File: src/rtl/div_pkg.sv
package div_pkg;

    typedef enum logic {
        ST_IDLE = 1'b0,
        ST_RUN  = 1'b1
    } div_state_e;

endpackage

File: src/rtl/div_lead_zero.sv
module div_lead_zero #(
    parameter int W  = 8,
    parameter int CW = $clog2(W + 1)
) (
    input  logic [W-1:0]  value,
    output logic [CW-1:0] zeros
);
    localparam logic [CW-1:0] ONE = CW'(1);

    logic seen;

    // Count zero bits above the highest set bit, scanning from the top.
    always_comb begin
        zeros = '0;
        seen  = 1'b0;
        for (int i = W - 1; i >= 0; i--) begin
            if (!seen) begin
                if (value[i]) begin
                    seen = 1'b1;
                end else begin
                    zeros = zeros + ONE;
                end
            end
        end
    end
endmodule

File: src/rtl/div_step.sv
module div_step #(
    parameter int W = 8
) (
    input  logic [W-1:0] part_rem,
    input  logic [W-1:0] aligned_dvs,
    output logic [W-1:0] next_rem,
    output logic         q_bit
);
    // One restoring step: subtract only when the aligned divisor fits.
    always_comb begin
        q_bit    = (part_rem >= aligned_dvs);
        next_rem = q_bit ? (part_rem - aligned_dvs) : part_rem;
    end
endmodule

File: src/rtl/divider.sv
module divider #(
    parameter int W = 8
) (
    input  logic         clk,
    input  logic         rst_n,
    input  logic         start,
    input  logic [W-1:0] dividend,
    input  logic [W-1:0] divisor,
    output logic         busy,
    output logic         done,
    output logic [W-1:0] quotient,
    output logic [W-1:0] remainder,
    output logic         div_by_zero
);
    import div_pkg::*;

    localparam int CW = $clog2(W + 1);
    localparam logic [CW-1:0] CNT_ONE = CW'(1);

    typedef struct packed {
        div_state_e   st;
        logic [W-1:0] rem;
        logic [W-1:0] dvs;
        logic [W-1:0] quo;
        logic [CW-1:0] cnt;
        logic         done;
        logic         dbz;
    } div_regs_t;

    div_regs_t r_q, r_d;

    logic [CW-1:0] lz_cnt;
    logic [W-1:0]  step_rem;
    logic          step_bit;

    div_lead_zero #(.W(W), .CW(CW)) lz_i (
        .value (divisor),
        .zeros (lz_cnt)
    );

    div_step #(.W(W)) step_i (
        .part_rem    (r_q.rem),
        .aligned_dvs (r_q.dvs),
        .next_rem    (step_rem),
        .q_bit       (step_bit)
    );

    always_comb begin
        r_d      = r_q;
        r_d.done = 1'b0;
        unique case (r_q.st)
            ST_IDLE: begin
                if (start) begin
                    if (divisor == '0) begin
                        r_d.done = 1'b1;
                        r_d.dbz  = 1'b1;
                        r_d.quo  = '1;
                        r_d.rem  = dividend;
                    end else begin
                        r_d.st  = ST_RUN;
                        r_d.dbz = 1'b0;
                        r_d.rem = dividend;
                        r_d.dvs = divisor << lz_cnt;
                        r_d.cnt = lz_cnt;
                        r_d.quo = '0;
                    end
                end
            end
            ST_RUN: begin
                r_d.rem = step_rem;
                r_d.quo = {r_q.quo[W-2:0], step_bit};
                r_d.dvs = r_q.dvs >> 1;
                if (r_q.cnt == '0) begin
                    r_d.st   = ST_IDLE;
                    r_d.done = 1'b1;
                end else begin
                    r_d.cnt = r_q.cnt - CNT_ONE;
                end
            end
            default: r_d.st = ST_IDLE;
        endcase
    end

    always_ff @(posedge clk or negedge rst_n) begin
        if (!rst_n) begin
            r_q <= '{st: ST_IDLE, rem: '0, dvs: '0, quo: '0, cnt: '0,
                     done: 1'b0, dbz: 1'b0};
        end else begin
            r_q <= r_d;
        end
    end

    assign busy        = (r_q.st == ST_RUN);
    assign done        = r_q.done;
    assign quotient    = r_q.quo;
    assign remainder   = r_q.rem;
    assign div_by_zero = r_q.dbz;
endmodule

File: config.mk
export PLATFORM = sky130hd
export DESIGN_NAME = divider
export DESIGN_NICKNAME = d
export VERILOG_FILES = /design/src/rtl/div_pkg.sv /design/src/rtl/div_lead_zero.sv /design/src/rtl/div_step.sv /design/src/rtl/divider.sv
export SDC_FILE = /design/constraint.sdc
export NUM_CORES = 1
export LEC_CHECK = 0
export ABC_AREA = 1
export CAP_MARGIN = 30
export CORE_AREA = 2 2 70 72
export CTS_CLUSTER_DIAMETER = 30
export DETAILED_ROUTE_END_ITERATION = 6
export DIE_AREA = 0 0 72 74
export DONT_BUFFER_PORTS = 1
export PLACE_DENSITY = 0.72
export SKIP_LAST_GASP = 1
export SLEW_MARGIN = 5
export SYNTH_ARGS = -nofsm -noshare
export SYNTH_HDL_FRONTEND = slang
export SYNTH_SLANG_ARGS = --single-unit
File: constraint.sdc
create_clock -name clk -period 2.1 [get_ports clk]
set_input_delay 0.21 -clock clk [delete_from_list [all_inputs] [get_ports clk]]
set_output_delay 0.21 -clock clk [all_outputs]
set_load 0.005 [all_outputs]
==> reports/metrics.csv <==
metric;value;unit
status;complete, but fails checks;
violated checks;negative setup slack;
Vias per Instance;5.46;
Yosys cell types;37;
CTS H-tree depth;2;
initial antenna violation count;0;
actual slew at the worst max-slew pin;0.564;ns
fillers;384;
synthesized flop and latch total;31;
layout cells sized above 1;28.1;%
fin crit share;142;%
final count of hold timing violations;0;
Routed WL;5.99;mm
TritonCTS buffer count;5;
Final Power;3990;uW
GRT Util Overall;24.1;%
Synth Instances;350;
first drt pass iteration count;4;
Final HPWL DP;4.34;mm
Core Footprint;0.00460;sq mm
Final Wtd Congestion;0.967;
Seq/Total Area, Yosys;30.6;%
syn_area_per_cell;7.25;sq um
FMAX;0.336;GHz
WL/cell;13.8;um
Slew headroom;62.2;%
Critical Path Start Type;input pin;
final core utilization;66.6;%
Final nets;414;
Root Driver;clkbuf_8;
Clock Latency Late Sink;0.28;ns
DIE HEIGHT;74;um
vias in the first global route;2341;
DRC;0;
Max stage delay on crit path;0.27;ns
ANT nets after route;0;
PortBufs;0;
Setup Crit Path Kind;input pin to flip-flop;
main flop type after synthesis;dfrtp_1;
slowest cell on the critical path;ha_4;
Post-synth EDFFs;0;
P_leak;0.00156;uW
Max clock buf depth;2;
worst min-delay path class;input pin to flip-flop;
# setup viols final;11;
maximum vdd drop;0.461;mV
Antenna Cells;0;
# IOs;38;
DIE AREA;0.00533;sq mm
clk slew on worst S/H paths;0.06;ns
critical path arrival;3.20;ns
Final Max Slew Viols;0;
RSZ-0062 raised after global routing;true;
worst reg2reg setup slack;0.07;ns
Die Width;72;um
Area Overhead vs Synth;20.8;%
PD cells;1300;mW/mm^2
final setup margin;-0.880;ns
row count;25;
CP Max Fanout;5;
post-synthesis async set-or-reset flop share;100;%
pin count of the biggest net entering global routing;32;
global-route wire length before repair;10.2;mm
1st-iter DRT viols;90;
Vias;2376;
clock sink count;31;
initial core utilization;55.2;%
clock period minus worst slack;2.98;ns
CP Capture Type;flip-flop;
Max Cap Viol;0;
Worst EP required;2.32;ns
Ys Warns;0;
Mapped Nets;384;
Fin Clk Skew;0.00403;ns
CTS tree;built;
Post-Route Setup TNS;-8.06;ns
grt ovf;0;
Post-Synthesis Cell Area;0.00254;sq mm
per-layer routing:
| layer | GRT usage [%] | share of wire [%] | up-vias |
|---|---|---|---|
| li1 | - | - | 1206 |
| met1 | 28.4 | 43 | 1109 |
| met2 | 43.3 | 52 | 48 |
| met3 | 5.01 | 3.2 | 13 |
| met4 | 9.85 | 2.2 | 0 |
| met5 | 0 | 0 | - |
where the power goes:
part	switching [uW]	leakage, uW	internal (uW)
Sequential	265	0.000387	890
Clock	231	0.0000612	384
Combinational	1240	0.00111	986
cell families after synthesis:
group,after synthesis,synth area share (%)
compound gates,52,12.7
xor+xnor,5,1.73
fa+ha+maj,15,7.70
buf+inv,69,12.6
flops,31,30.6
simple gates,178,34.7
per-stage QoR:
step	setup slack (ns)	std cells	area [sq um]	hold WS [ns]
floorplan	-1.14	350	2550	-0.0856
global placement	-1.18	416	2720	-0.0850
detailed placement	-1.25	416	2720	-0.0849
CTS	-0.831	433	2960	0.0477
global route	-1.06	435	3060	0.0767
finish	-0.880	435	3060	0.0534
repair_timing:
item | 4_1_cts | 5_1_grt
hold buffers | 2 | 0
cloned | 1 | 0
buffers inserted | 6 | 3
hold endpoints to repair | 31 | 0
pin swaps | 13 | 19
resized for setup | 13 | 24
setup endpoints to repair | 11 | 19
synth_stat cells (all sizes together), types with 2 or more instances:
cell type	instances	area share, %
or2	3	0.74
inv	49	7.3
a22oi	9	2.7
buf	16	4.7
dfrtp	31	31
nand3b	2	0.59
clkbuf	3	0.44
nor3	6	1.4
o211ai	7	2.1
xnor2	2	0.69
o21ai	14	2.9
xor2	3	1.0
a21oi	16	3.3
nor2	22	4.6
ha	14	6.9
a31oi	3	0.74
nand2	106	17
nand3	26	6.4
nand4	13	3.8
layout make-up:
cell class,instances,area [sq um],share of cell area [%]
multi-input combinational,251,1580,51.4
sequential,31,776,25.3
timing repair buffer,41,327,10.7
inverter,50,200,6.53
clock buffer,6,82.6,2.69
tap,54,67.6,2.20
clock inverter,2,35.0,1.14
cells in the final DEF, fill, tap and decap left out, drive strengths merged, types with 3 or more instances in the layout:
master  instances
a21oi          16
clkbuf          6
inv            49
o21ai          14
ha             14
a22oi           9
buf            40
o211ai          7
nand2         107
nor3            6
a31oi           3
nand4          13
dfrtp          31
or2             3
nand3          26
nor2           22
xor2            3
critical path, delay by kind of cell:
family / cells / cell delay, ns
AOI/OAI and AO/OA: 4 / 0.49
adders and majority gates: 5 / 1.22
buffers and inverters: 6 / 0.39
and+or+nand+nor: 10 / 0.88
state kept, by name (all words and copies together), names as in the netlist:
register,count
busy,1
r_q,12
remainder,8
quotient,8
done,1
div_by_zero,1
worst paths after layout:
path,startpoint,to,cells after the start
max in group asynchronous,rst_n,r_q[15],2
worst max-delay path,divisor[5],r_q[16],25
worst min-delay path,dividend[0],remainder[0],2
worst min register to register,div_by_zero,div_by_zero,2
worst max register to register,r_q[17],remainder[6],10
min in group asynchronous,rst_n,remainder[6],2
No activity file was read; power rests on OpenSTA's default activity.
